==> src/rtl/sig_pattern_sel_pkg.sv <==
package sig_pattern_sel_pkg;

  typedef enum logic [1:0] {
    ST_IDLE = 2'd0,
    ST_READ = 2'd1,
    ST_SHOW = 2'd2
  } sel_state_e;

  // Assignment table slot content: pattern index for bit b, slot k.
  function automatic int unsigned sel_index(input int unsigned b,
                                            input int unsigned k,
                                            input int unsigned depth);
    return (b * 5 + k * 3) % depth;
  endfunction

  // Superset pattern word for index i (caller keeps the low bits).
  function automatic logic [31:0] sel_word(input int unsigned i);
    return (32'(i) * 32'd40503) ^ 32'd50085;
  endfunction

endpackage

==> src/rtl/sel_lowest_bit.sv <==
module sel_lowest_bit #(
  parameter int unsigned WIDTH = 8,
  localparam int unsigned IW = (WIDTH > 1) ? $clog2(WIDTH) : 1
) (
  input  logic [WIDTH-1:0] vec_i,
  output logic             any_o,
  output logic [IW-1:0]    idx_o
);
  always_comb begin
    any_o = |vec_i;
    idx_o = '0;
    for (int i = WIDTH - 1; i >= 0; i--) begin
      if (vec_i[i]) idx_o = IW'(i);
    end
  end
endmodule

==> src/rtl/sel_index_rom.sv <==
module sel_index_rom #(
  parameter int unsigned SIG_W     = 8,
  parameter int unsigned PER_ENTRY = 20,
  parameter int unsigned DEPTH     = 64,
  localparam int unsigned ENTRIES = SIG_W * PER_ENTRY,
  localparam int unsigned TAB_W   = (ENTRIES > 1) ? $clog2(ENTRIES) : 1,
  localparam int unsigned IDX_W   = (DEPTH > 1) ? $clog2(DEPTH) : 1
) (
  input  logic [TAB_W-1:0] addr_i,
  output logic [IDX_W-1:0] idx_o
);
  import sig_pattern_sel_pkg::*;

  logic [IDX_W-1:0] tab [ENTRIES];

  initial begin
    for (int b = 0; b < int'(SIG_W); b++) begin
      for (int k = 0; k < int'(PER_ENTRY); k++) begin
        tab[b * PER_ENTRY + k] = IDX_W'(sel_index(b, k, DEPTH));
      end
    end
  end

  assign idx_o = tab[addr_i];
endmodule

==> src/rtl/sel_pattern_rom.sv <==
module sel_pattern_rom #(
  parameter int unsigned DEPTH = 64,
  parameter int unsigned PAT_W = 16,
  localparam int unsigned IDX_W = (DEPTH > 1) ? $clog2(DEPTH) : 1
) (
  input  logic             clk_i,
  input  logic             en_i,
  input  logic [IDX_W-1:0] addr_i,
  output logic [PAT_W-1:0] data_o
);
  import sig_pattern_sel_pkg::*;

  logic [PAT_W-1:0] mem [DEPTH];
  logic [PAT_W-1:0] data_q;

  initial begin
    for (int i = 0; i < int'(DEPTH); i++) begin
      mem[i] = PAT_W'(sel_word(i));
    end
  end

  always_ff @(posedge clk_i) begin
    if (en_i) data_q <= mem[addr_i];
  end

  assign data_o = data_q;
endmodule

==> src/rtl/sig_pattern_sel.sv <==
module sig_pattern_sel #(
  parameter int unsigned SIG_W     = 8,
  parameter int unsigned PER_ENTRY = 20,
  parameter int unsigned DEPTH     = 64,
  parameter int unsigned PAT_W     = 16
) (
  input  logic             clk_i,
  input  logic             rst_i,
  input  logic             start_i,
  input  logic [SIG_W-1:0] sig_i,
  output logic [PAT_W-1:0] pat_data_o,
  output logic             pat_valid_o,
  input  logic             pat_ready_i,
  output logic             busy_o,
  output logic             done_o
);
  import sig_pattern_sel_pkg::*;

  localparam int unsigned BIT_W   = (SIG_W > 1) ? $clog2(SIG_W) : 1;
  localparam int unsigned K_W     = (PER_ENTRY > 1) ? $clog2(PER_ENTRY) : 1;
  localparam int unsigned ENTRIES = SIG_W * PER_ENTRY;
  localparam int unsigned TAB_W   = (ENTRIES > 1) ? $clog2(ENTRIES) : 1;
  localparam int unsigned IDX_W   = (DEPTH > 1) ? $clog2(DEPTH) : 1;
  localparam logic [K_W-1:0] K_LAST = K_W'(PER_ENTRY - 1);

  sel_state_e       state_q;
  logic [SIG_W-1:0] pending_q;
  logic [BIT_W-1:0] cur_bit_q;
  logic [K_W-1:0]   k_q;
  logic             valid_q;
  logic             done_q;

  logic             start_any, rest_any;
  logic [BIT_W-1:0] start_idx, rest_idx;
  logic [SIG_W-1:0] rest_vec;
  logic [TAB_W-1:0] tab_addr;
  logic [IDX_W-1:0] pat_idx;

  // Pending set bits once the entry in service has been retired.
  assign rest_vec = pending_q & ~(SIG_W'(1) << cur_bit_q);
  assign tab_addr = TAB_W'(int'(cur_bit_q) * int'(PER_ENTRY) + int'(k_q));

  sel_lowest_bit #(.WIDTH(SIG_W)) u_start_enc (
    .vec_i (sig_i),
    .any_o (start_any),
    .idx_o (start_idx)
  );

  sel_lowest_bit #(.WIDTH(SIG_W)) u_rest_enc (
    .vec_i (rest_vec),
    .any_o (rest_any),
    .idx_o (rest_idx)
  );

  sel_index_rom #(
    .SIG_W     (SIG_W),
    .PER_ENTRY (PER_ENTRY),
    .DEPTH     (DEPTH)
  ) u_tab (
    .addr_i (tab_addr),
    .idx_o  (pat_idx)
  );

  sel_pattern_rom #(
    .DEPTH (DEPTH),
    .PAT_W (PAT_W)
  ) u_store (
    .clk_i  (clk_i),
    .en_i   (state_q == ST_READ),
    .addr_i (pat_idx),
    .data_o (pat_data_o)
  );

  always_ff @(posedge clk_i) begin
    if (rst_i) begin
      state_q   <= ST_IDLE;
      pending_q <= '0;
      cur_bit_q <= '0;
      k_q       <= '0;
      valid_q   <= 1'b0;
      done_q    <= 1'b0;
    end else begin
      done_q <= 1'b0;
      case (state_q)
        ST_IDLE: begin
          if (start_i) begin
            if (!start_any) begin
              done_q <= 1'b1;
            end else begin
              pending_q <= sig_i;
              cur_bit_q <= start_idx;
              k_q       <= '0;
              state_q   <= ST_READ;
            end
          end
        end
        ST_READ: begin
          valid_q <= 1'b1;
          state_q <= ST_SHOW;
        end
        ST_SHOW: begin
          if (pat_ready_i) begin
            valid_q <= 1'b0;
            if (k_q == K_LAST) begin
              k_q       <= '0;
              pending_q <= rest_vec;
              if (rest_any) begin
                cur_bit_q <= rest_idx;
                state_q   <= ST_READ;
              end else begin
                done_q  <= 1'b1;
                state_q <= ST_IDLE;
              end
            end else begin
              k_q     <= k_q + 1'b1;
              state_q <= ST_READ;
            end
          end
        end
        default: state_q <= ST_IDLE;
      endcase
    end
  end

  assign pat_valid_o = valid_q;
  assign busy_o      = (state_q != ST_IDLE);
  assign done_o      = done_q;
endmodule

==> config.mk <==
export PLATFORM = sky130hd
export DESIGN_NAME = sig_pattern_sel
export DESIGN_NICKNAME = d
export VERILOG_FILES = /design/src/rtl/sig_pattern_sel_pkg.sv /design/src/rtl/sel_lowest_bit.sv /design/src/rtl/sel_index_rom.sv /design/src/rtl/sel_pattern_rom.sv /design/src/rtl/sig_pattern_sel.sv
export SDC_FILE = /design/constraint.sdc
export NUM_CORES = 1
export LEC_CHECK = 0
export ABC_AREA = 1
export BUFFER_PORTS_ARGS = -buffer_cell sky130_fd_sc_hd__buf_2
export CAP_MARGIN = 25
export CORE_MARGIN = 2
export CORE_UTILIZATION = 35
export CTS_CLUSTER_DIAMETER = 50
export DETAILED_ROUTE_END_ITERATION = 10
export PLACE_DENSITY = 0.51
export SYNTH_ARGS = -nofsm -noshare
export SYNTH_HDL_FRONTEND = slang
export SYNTH_HIERARCHICAL = 1
export SYNTH_SLANG_ARGS = --single-unit
==> constraint.sdc <==
create_clock -name clk_i -period 5.07 [get_ports clk_i]
set_clock_uncertainty 0.2 [all_clocks]
set_input_delay 0.2535 -clock clk_i [delete_from_list [all_inputs] [get_ports clk_i]]
set_output_delay 0.2535 -clock clk_i [all_outputs]
set_load 0.01 [all_outputs]
==> results.txt, run 1 <==
The flow ran to the end, and the final reports show no timing, DRC or antenna violations. The detail route stage leaves a number of antenna-violating nets equal to 0. The maximum achievable frequency came out at 230.3 MHz. The number of antenna diodes in the final layout is 0.

The top-level I/O count came out at 31. The clock share of power came out at 10.2%. The net switching power came out at 1.865 mW. The number of standard cells in the final layout excluding fillers is 985. The peak fanout along the critical path came out at 17. The launching point of the worst reg2reg path is cur_bit_q[0]. Dividing total power by cell area gives a power density of 684.7 nW/µm². The synthesized flop and latch total is 36. The clock tree root buffer cell is sky130_fd_sc_hd__clkbuf_16. The max-slew violation count was 0. The first-iteration detailed-routing DRC count is 393. The net count after synthesis came out at 839. Hold is met by 0.01732 ns. Clock-pin slew was measured on the worst setup and hold paths at 0.06 ns. During placement, the flow inserted port buffers numbering 30.

The period utilization came out at 85.66%. The total track usage came out at 18.15%. The total routed wirelength is 12.65 mm. The sequential fraction of design power came out at 14.9%. The total number of nets in the final design is 853. The post-synthesis mux area share is 0%. The count of endpoints failing setup in the final report is 0. The vias after detailed routing came out at 4937.

The total CTS buffers is 5. The global-route congestion overflow total came out at 0. The finished cells cover 4926 µm².

For this run, design rule violations remaining after detail routing come to 0. The internal cell power came out at 1.508 mW. The worst max-slew margin expressed relative to the limit came out at 48.22%.

The per-cell routed wire length came out at 12.84 µm. The critical path is of the reg -> reg type. After floorplanning, the core was divided into 41 placement rows. Measured along the y axis, the die boundary spans 118.0 µm. The number of warnings printed during yosys synthesis is 6. The per-cell via count in the routed design came out at 5.012. Data on the critical path is required at its endpoint by 4.90 ns. The number of antenna violations at the first check in global routing was 0. Once the clock tree was built, the resizer swapped 0 gates to a different size.

The worst-case IR drop observed on VDD is 0.2085 mV. The share of total power dissipated in combinational logic is 74.9%. The area of the mapped netlist came out at 4548 µm².

The post-synthesis async set-or-reset flop share came out at 0%. The arithmetic-cell share of the synthesized area counting full adders, half adders and majority gates is 8.143%. The number of hold-slack violations in the final timing report is 0. The simple logic cell fraction of the synthesized area came out at 48.91%. By area, the combinational part of the netlist is dominated by simple AND/OR/NAND/NOR gates. The total placed instance area is 4763 µm². Entering global routing, the biggest net connects 31 pins. STA classifies the critical path endpoint as a flop.

TritonCTS built the clock tree. The area of the core came out at 12670 µm². In this run the worst setup path begins at cur_bit_q[0]. The number of max-capacitance violations reported is 0. The share of the synthesized area in compound gates (AO/OA/AOI/OAI) is 9.298%. The commonest cells after synthesis are sky130_fd_sc_hd__nand2_1 (302), sky130_fd_sc_hd__nand3_1 (126), sky130_fd_sc_hd__inv_1 (86). The detailed placement HPWL came out at 9.548 mm. The clock drives 36 sinks. Before antenna repair, the detailed router went through 5 iterations. The insertion delay of the later-clocked pin in the worst-skew pair came out at 0.28 ns.

The start point of the worst hold path is rst_i. The most used flip-flop cell after synthesis is sky130_fd_sc_hd__dfxtp_1. The distinct cell type count of the synthesized netlist is 40. Relative to the synthesized area, the layout overhead comes to 8.308%. The hold-fix buffer count after cts is 0. The final sum of negative setup slack is 0 ns. Ranked by total cell area, the synthesized netlist is headed by sky130_fd_sc_hd__nand2_1 (25%), sky130_fd_sc_hd__nand3_1 (14%), sky130_fd_sc_hd__edfxtp_1 (11%).

The wire length of the first global-routing pass is 21.36 mm. The post-CTS setup repair buffer count is 0. The number of synthesized flops with an enable pin came out at 16. The xor-xnor portion of the synthesized cell area came out at 1.155%. Counting I/O delays and the setup requirement, the final critical path takes 4.343 ns. The path category of the worst min-delay check is in -> reg. The switching part of the total came out at 55.29%.

Of all cell types, the one taking the most synthesized area is sky130_fd_sc_hd__nand2_1. The worst setup path is launched from a flop. The layout cell share with drive strength beyond 1 came out at 9.594%. The data arrival time of the worst path is 4.17 ns. The x dimension of the die is 118.0 µm. The maximum root-to-sink buffer count is 2.

The initial core utilization is 35.89%. Setup repair after global routing left no endpoint under its margin. The area share of the largest cell type after synthesis came out at 24.92%. Summed over all cells, the static leakage comes to 2.672 nW. The placer's final routability congestion estimate came out at 0.9132.

The proportion of synthesized chip area in sequential cells is 19.37%. The number of H-tree branching levels is 2. At the pin with the least slew margin, the transition time is 0.7748 ns. The post-place setup slack came out at 0.8099 ns. The final worst setup slack came out at 0.7271 ns. The average instance area after synthesis came out at 5.699 µm². The number of global-route vias before repair was 4350. The total die area came out at 13920 µm². The most common cell in the synthesized netlist is sky130_fd_sc_hd__nand2_1. The number of placed cells counting well taps came out at 977.

Synthesis produced a netlist whose cell count is 798.
## through the flow
stage               utilization, %  power, mW
finish                       38.88      3.373
global route                 38.88      3.750
CTS                          38.88      3.352
detailed placement           37.59      2.992
global placement             37.59      3.021
floorplan                        -      2.541
## layout by cell type, fill, tap and decap left out, drive strengths merged, types with 6 or more instances in the layout
cell      n
o21ai    43
xor2      6
edfxtp   16
inv      93
nand2   311
nand3   127
dfxtp    20
a21oi    23
buf      42
nor2     68
ha       28
## sequential cells by signal, summed over array words and instances (netlist names)
register        cells
pat_valid_o         1
done_o              1
u_store/data_o     16
state_q             2
k_q                 5
pending_q           8
cur_bit_q           3
## power groups by stage
stage | registers [mW] | clock network [mW] | logic [mW]
floorplan | 0.541 | 0 | 2.00
global placement | 0.511 | 0 | 2.51
detailed placement | 0.511 | 0 | 2.48
CTS | 0.505 | 0.351 | 2.50
global route | 0.513 | 0.365 | 2.87
finish | 0.503 | 0.343 | 2.53
## routing by layer
| metal | up-vias | routed length (µm) | track usage, % |
|---|---|---|---|
| li1 | 2580 | - | - |
| met1 | 2193 | 6296 | 27.18 |
| met2 | 158 | 5534 | 27.98 |
| met3 | 6 | 727 | 2.035 |
| met4 | 0 | 86 | 3.614 |
| met5 | - | 0 | 0 |
## cell type report
class,count,area (µm²)
inverter,93,356.6
clock buffer,5,125.1
timing repair buffer,42,240.2
clock inverter,3,37.54
tap,172,215.2
multi-input combinational,634,3070
fill,1440,7745
sequential,36,880.8
## worst paths after layout
kind	end	slack [ns]	depth (start not counted)
worst max-delay path	u_store/data_o[13]	0.73	20
worst min-delay path	state_q[1]	0.02	2
worst max register to register	u_store/data_o[13]	0.73	20
worst min register to register	pat_valid_o	0.29	2
## cell families after synthesis
| group | count (synthesis) |
|---|---|
| fa+ha+maj | 29 |
| buf+inv | 128 |
| flops | 36 |
| xor+xnor | 6 |
| compound gates | 78 |
| simple gates | 521 |
## worst max-delay path, cell delays in order (launching register included)
cell	delay [ns]
sky130_fd_sc_hd__dfxtp_1	0.49
sky130_fd_sc_hd__ha_1	0.32
sky130_fd_sc_hd__ha_1	0.33
sky130_fd_sc_hd__xor2_1	0.18
sky130_fd_sc_hd__inv_1	0.32
sky130_fd_sc_hd__buf_4	0.30
sky130_fd_sc_hd__nand2_1	0.09
sky130_fd_sc_hd__nand2_1	0.06
sky130_fd_sc_hd__a21oi_1	0.04
sky130_fd_sc_hd__a21oi_1	0.17
sky130_fd_sc_hd__nand3_1	0.10
sky130_fd_sc_hd__nand2_1	0.24
sky130_fd_sc_hd__inv_1	0.22
sky130_fd_sc_hd__ha_1	0.40
sky130_fd_sc_hd__nand2_1	0.16
sky130_fd_sc_hd__nand3_1	0.17
sky130_fd_sc_hd__nand2_1	0.07
sky130_fd_sc_hd__nand2_1	0.06
sky130_fd_sc_hd__nand2_1	0.05
sky130_fd_sc_hd__nand2_1	0.06
sky130_fd_sc_hd__nand2_1	0.06
Note: power is estimated with default switching activity, not from simulation.
==> inputs of run 2 (changes only) <==
--- a/config.mk
+++ b/config.mk
@@ -8,7 +8,6 @@
 export ABC_AREA = 1
 export BUFFER_PORTS_ARGS = -buffer_cell sky130_fd_sc_hd__buf_2
 export CAP_MARGIN = 25
-export CORE_MARGIN = 2
 export CORE_UTILIZATION = 35
 export CTS_CLUSTER_DIAMETER = 50
 export DETAILED_ROUTE_END_ITERATION = 10
==> results.txt, run 2 (same netlist as run 1, synthesis figures left out) <==
The flow ran to the end, and the final reports show no timing, DRC or antenna violations. The leakage power figure came out at 2.677 nW. The total CTS buffers is 5. Setup repair after global routing left no endpoint under its margin. The hold-fix buffer count after cts is 0. The path with the worst hold slack has its endpoint at k_q[1]. The max-slew violation count was 0.

Routability-driven placement finished with a final weighted congestion of 0.9108. The switching part of the total is 55.62%. The number of antenna violations at the first check in global routing came to 0. The per-cell via count in the routed design is 5.039. The number of buffer and inverter stages on the critical path came out at 4. The filler cells instantiated in the layout total 1442. For this design the total switching power over the nets is 1.894 mW. In the finished design, the share of the clock period the worst path needs comes to 83.28%. The path category of the worst min-delay check is in -> reg.

The number of cell rows came out at 41. The wire length of the first global-routing pass came out at 21.69 mm. STA classifies the critical path startpoint as a flop.

The final layout contains 854 nets. In this run, post-CTS repair resized a total of 0 instances. At the pin with the least slew margin, the transition time is 0.7044 ns.

The worst setup path is captured at a flop. The critical path starts at cur_bit_q[2]. The clock period minus worst slack came out at 4.222 ns. During placement, the flow inserted port buffers numbering 30. Clock tree synthesis selected as its root buffer the cell sky130_fd_sc_hd__clkbuf_16. The top cell types in the final layout, fill and taps aside, are sky130_fd_sc_hd__nand2_1 (302), sky130_fd_sc_hd__nand3_1 (126), sky130_fd_sc_hd__inv_1 (86).

The delay of the slowest cell on the worst path came out at 0.47 ns. Cell internal power was estimated by the tool at 1.511 mW. The count of endpoints failing setup in the final report is 0. For this design, the slowest cell found on the critical path is sky130_fd_sc_hd__dfxtp_1. The critical path goes through ha_1 -> ha_1 -> xor2_1 -> inv_1 -> buf_4 -> nor2_2 -> nand2_1 -> nand3_1 -> nand3_1 -> nand3_1 -> nand2_1 -> inv_1 -> ha_1 -> inv_1 -> nand2_1 -> o21ai_0 -> nor2_1 -> a21oi_1 -> nand2_1.

The post-CTS setup repair buffer count came out at 0. The number of hold-slack violations in the final timing report came to 0. In the global route stage, overall resource usage came out at 20.41%.

In this run the count of I/O pins placed on the die edge is 31. The insertion delay of the later-clocked pin in the worst-skew pair came out at 0.28 ns. Cells with a size suffix above 1 make up 9.705% of the layout.

The register clock-pin slew on the reported worst setup and hold paths is 0.06 ns. The sequential fraction of design power came out at 14.9%. The worst max-slew margin expressed relative to the limit is 52.92%. The initial core utilization came out at 36.04%. Broken down by cell family, the worst path's largest delay share belongs to adder cells.

The start point of the worst hold path is rst_i. The first-iteration detailed-routing DRC count came out at 298. The maximum number of pins on one net before global-route repair came out at 38.

The data arrival time of the worst path came out at 4.06 ns. The synthesis-to-finish area growth came out at 8.473%. Global routing finished with a remaining overflow of 0. The critical path in this run is classified as reg -> reg. The most numerous cell type found on the critical path is sky130_fd_sc_hd__nand2_1. The maximum achievable frequency came out at 236.8 MHz. The detail route stage leaves a number of antenna-violating nets equal to 0. The final worst setup slack is 0.8477 ns. For this design, the sink count on the clock tree is 36. The core occupancy in the finished layout is 39.09%.

The number of remaining DRC errors came out at 0. The count of antenna diodes in the layout is 0. The cell count of the worst hold path came out at 2. The vias after detailed routing is 4968. The register with the most flip-flops in the layout has 16 of them. The destination of the worst register-to-register timing path is u_store/data_o[15]. The clock share of power came out at 10.3%.

The x dimension of the die came out at 116.0 µm. The total die area came out at 13450 µm². The number of global-route vias before repair came out at 4382. The die is 116.0 µm tall. Before antenna repair, the detailed router went through 6 iterations. The number of max-capacitance violations reported is 0. The per-cell routed wire length is 13.35 µm.

Power spread over the standard cell area amounts to 690.1 nW/µm². Counting along the longest clock path gives a buffer depth of 2. In the final timing run, aggregate negative setup slack is 0 ns. The number of H-tree branching levels came out at 2.

The post-place setup slack came out at 0.8466 ns. The detailed placement HPWL is 9.839 mm. In this run the register-to-register setup slack is 0.85 ns. In this run the critical register-to-register path is launched from cur_bit_q[2].

The peak fanout along the critical path is 10. STA puts the critical path data required time at 4.90 ns. The combinational fraction of design power came out at 74.8%. The cell count of the worst reg-to-reg path is 19. The CTS tree is done. The area of the core is 12620 µm². The total routed wirelength is 13.16 mm. Across the VDD grid, the largest voltage drop is 0.2377 mV. The library cell used most frequently in the layout, excluding fill and tap cells, is sky130_fd_sc_hd__nand2_1.
## run 2: per-stage QoR
step / cells / instance area (µm²) / hold slack (ns) / power [mW]
6_report: 986 / 4933 / 0.01720 / 3.405
5_1_grt: 986 / 4933 / 0.02291 / 3.795
4_1_cts: 986 / 4933 / 0.008433 / 3.386
3_5_place_dp: 978 / 4771 / 0.2919 / 3.024
3_3_place_gp: 978 / 4771 / 0.2852 / 3.064
2_1_floorplan: 798 / 4548 / 0.1226 / 2.541
## run 2: per-layer routing
layer  track usage (%)  share of wire [%]
met2             33.61                 45
met1             28.11                 48
met4             4.957                1.5
met3             2.667                5.1
met5                 0                  0
## run 2: worst register-to-register path: stages, from the launching register on
cell and delay [ns]:
sky130_fd_sc_hd__dfxtp_1 0.47, sky130_fd_sc_hd__ha_1 0.30, sky130_fd_sc_hd__ha_1 0.32, sky130_fd_sc_hd__xor2_1 0.23, sky130_fd_sc_hd__inv_1 0.23, sky130_fd_sc_hd__buf_4 0.24, sky130_fd_sc_hd__nor2_2 0.16, sky130_fd_sc_hd__nand2_1 0.09
sky130_fd_sc_hd__nand3_1 0.10, sky130_fd_sc_hd__nand3_1 0.08, sky130_fd_sc_hd__nand3_1 0.09, sky130_fd_sc_hd__nand2_1 0.19, sky130_fd_sc_hd__inv_1 0.28, sky130_fd_sc_hd__ha_1 0.33, sky130_fd_sc_hd__inv_1 0.07, sky130_fd_sc_hd__nand2_1 0.10
sky130_fd_sc_hd__o21ai_0 0.18, sky130_fd_sc_hd__nor2_1 0.06, sky130_fd_sc_hd__a21oi_1 0.16, sky130_fd_sc_hd__nand2_1 0.07
## run 2: final cells by class
| cell class | instances | area (µm²) | share of cell area (%) |
|---|---|---|---|
| clock inverters | 3 | 37.54 | 0.7608 |
| multi-input cells | 634 | 3070 | 62.24 |
| flip-flops and latches | 36 | 880.8 | 17.85 |
| inverters | 93 | 356.6 | 7.228 |
| repair buffers | 43 | 247.7 | 5.022 |
| well taps | 172 | 215.2 | 4.362 |
| clock buffers | 5 | 125.1 | 2.536 |
## run 2: worst max path at each step
stage | endpoint | slack [ns] | depth (start not counted)
final | u_store/data_o[15] | 0.85 | 19
after floorplan | u_store/data_o[7] | 1.37 | 19
after CTS | u_store/data_o[15] | 0.84 | 19
after global placement | u_store/data_o[9] | 0.86 | 19
after detailed placement | u_store/data_o[15] | 0.85 | 19
after global routing | u_store/data_o[13] | 0.50 | 20
## run 2: power groups by stage
stage	registers (mW)	logic, mW	clock network, mW
6_report	0.508	2.55	0.351
4_1_cts	0.508	2.52	0.358
3_3_place_gp	0.514	2.55	0
2_1_floorplan	0.541	2.00	0
3_5_place_dp	0.514	2.51	0
5_1_grt	0.518	2.91	0.369
==> inputs of run 3 (changes only) <==
==> constraint.sdc (replaced) <==
create_clock -name clk_i -period 4.1 [get_ports clk_i]
set_clock_uncertainty 0.2 [all_clocks]
set_input_delay 0.205 -clock clk_i [delete_from_list [all_inputs] [get_ports clk_i]]
set_output_delay 0.205 -clock clk_i [all_outputs]
set_load 0.01 [all_outputs]
==> results.txt, run 3 (same netlist as run 1, synthesis figures left out) <==
CTS placed an instance of sky130_fd_sc_hd__clkbuf_16 at the clock tree root. The required arrival time at the worst endpoint is 3.93 ns. For this configuration, the core starts out at a cell density of 36.04%.

The cell family contributing the most delay on the critical path is adder cells. On the final layout, the worst hold slack is 0.09100 ns. The area of the core came out at 12620 µm². The die height is 116.0 µm. The x dimension of the die is 116.0 µm. The count of nets left with antenna violations once routing finished came out at 0. The global-route congestion overflow total came out at 0. TritonCTS built the clock tree.

In this run the deepest clock path goes through 2 buffers. The number of global-route vias before repair is 4356. After the last flow step, the layout net total stands at 865.

The number of antenna violations at the first check in global routing was 0. The post-place setup slack is 0.2811 ns. The number of stages on the worst setup path is 18. The congestion estimate from routability-driven global placement came to 0.8978. The core occupancy in the finished layout is 39.75%. The final total power is 4.215 mW. The count of antenna diodes in the layout is 0. The register clock-pin slew on the reported worst setup and hold paths is 0.06 ns. The endpoint class of the critical path is a flop.

Max-cap violations in this run came to 0. STA classifies the critical path startpoint as a flop. The critical path goes through ha_1 -> fa_1 -> buf_4 -> nor2_2 -> nor2_2 -> nand2_1 -> nand3_1 -> nand3_1 -> nand3_1 -> nand2_1 -> inv_1 -> ha_1 -> nand2_1 -> nand2_1 -> nor2_1 -> nor2_1 -> a21oi_1 -> nand2_1. The cell count of the worst hold path came out at 5. Setup repair after global routing left no endpoint under its margin.

After the first detailed-routing iteration, the DRC count stood at 343. The total track usage came out at 19.40%. The detailed placement HPWL came out at 9.891 mm. In this run the count of I/O pins placed on the die edge is 31. Setup violations remaining at the end of the flow were counted as 0. The data arrival time of the worst path is 3.63 ns. The path category of the worst min-delay check is in -> reg. In the layout the commonest cells are sky130_fd_sc_hd__nand2_1 (302), sky130_fd_sc_hd__nand3_1 (126), sky130_fd_sc_hd__inv_1 (86). Static timing analysis puts the maximum clock frequency at 263.3 MHz. The per-cell routed wire length is 12.76 µm.

The vias after detailed routing came out at 4985. The net switching power is 2.333 mW. The floorplan step defined a die boundary enclosing 13450 µm². The number of setup buffers added after CTS is 0.

The worst setup path is of the reg -> reg kind. The number of H-tree branching levels is 2. Once layout is complete, the cells apart from fillers number 997. The maximum vdd ir drop came out at 0.3018 mV. The per-cell via count in the routed design is 5.000. The clock reaches the later pin of the worst-skew pair after 0.28 ns. The clock period minus worst slack is 3.798 ns. The peak fanout along the critical path is 10.

The floorplan has 41 rows. Relative to the synthesized area, the layout overhead comes to 10.29%. The worst max-slew margin expressed relative to the limit came out at 62.34%.

Summing all placed instances gives a cell area of 4858 µm². The clock share of power came out at 8.7%. Entering global routing, the biggest net connects 34 pins. The final sum of negative setup slack is 0 ns.

The total non-filler cell area in the finished layout came out at 5016 µm². The final worst setup slack is 0.3025 ns. The max-slew violation count came out at 0. The cell seen most often among critical-path stages is sky130_fd_sc_hd__nand2_1. The wire length of the first global-routing pass is 20.94 mm.

The total routed wirelength is 12.72 mm. The detailed-router iteration count before antenna repair is 5. The sequential fraction of design power is 14.8%. For this run, design rule violations remaining after detail routing come to 0. The internal cell power is 1.882 mW. The number of buffer and inverter stages on the critical path came out at 2. The switching part of the total is 55.35%.

The layout cell share with drive strength beyond 1 came out at 10.91%. The period utilization is 92.62%. The analysis attributes to cell leakage a power of 2.722 nW.

The run finished with clean final reports. On the worst path, the slowest cell contributes a delay of 0.73 ns. The count of buffers added on input and output ports is 30. The combinational fraction of design power came out at 76.5%. The transition time of the tightest slew-check pin came out at 0.5649 ns. The number of hold-slack violations in the final timing report came to 0. CTS saw 36 sinks. The slowest stage of the critical path is the sky130_fd_sc_hd__fa_1 cell. The number of placed cells counting well taps came out at 988. The cell count of the worst reg-to-reg path is 18. The register with the most flip-flops in the layout has 16 of them. For this design the ratio of total power to cell area is 840.3 nW/µm². Counting the buffers created by CTS gives 5. The leading cell type in the layout, fill and taps excluded is sky130_fd_sc_hd__nand2_1.
[run 3: cell count changes in the layout (fill, tap and decap cells not counted), sizes merged]
cell | before | now
clkinvlp | 0 | 1
buf | 43 | 53
clkbuf | 5 | 6
clkinv | 2 | 1
bufinv | 1 | 0
dlygate4sd3 | 0 | 1
[run 3: metal layers]
metal / vias to the layer above / global-route usage (%) / part of all wire (%)
met1: 2206 / 26.48 / 48
met2: 174 / 32.78 / 46
met4: 0 / 3.504 / 1.0
li1: 2589 / - / -
met3: 16 / 2.563 / 5.4
met5: - / 0 / 0
[run 3: area by class of cell]
type / count / area (µm²)
fill: 1441 / 7604
multi-input combinational: 634 / 3078
sequential: 36 / 880.8
inverter: 93 / 356.6
timing repair buffer: 54 / 345.3
tap: 172 / 215.2
clock buffer: 6 / 128.9
clock inverter: 2 / 11.26
[run 3: power by group through the flow]
stage | Clock, mW | Combinational, mW | Sequential, mW
floorplan | 0 | 2.47 | 0.669
global placement | 0 | 3.24 | 0.635
detailed placement | 0 | 3.19 | 0.633
CTS | 0.381 | 3.20 | 0.627
global route | 0.400 | 3.68 | 0.638
finish | 0.366 | 3.23 | 0.623
[run 3: worst register-to-register path: cells and delay by family, from the launching register on]
| kind | cells | cell delay, ns |
|---|---|---|
| buffers and inverters | 2 | 0.45 |
| adders and majority gates | 3 | 1.28 |
| and+or+nand+nor | 12 | 1.18 |
| AOI/OAI and AO/OA | 1 | 0.11 |
| DFF | 1 | 0.34 |
[run 3: path summary, 6_finish.rpt]
kind / start / endpoint / slack (ns)
max reg2reg: k_q[2] / u_store/data_o[7] / 0.30
max: k_q[2] / u_store/data_o[7] / 0.30
min: start_i / done_o / 0.09
min reg2reg: pat_valid_o / pat_valid_o / 0.29
[run 3: what timing repair did]
item	in CTS	in global routing
gates resized for setup	0	1
endpoints found under the setup margin	0	7
hold buffers	1	0
hold endpoints to repair	5	0
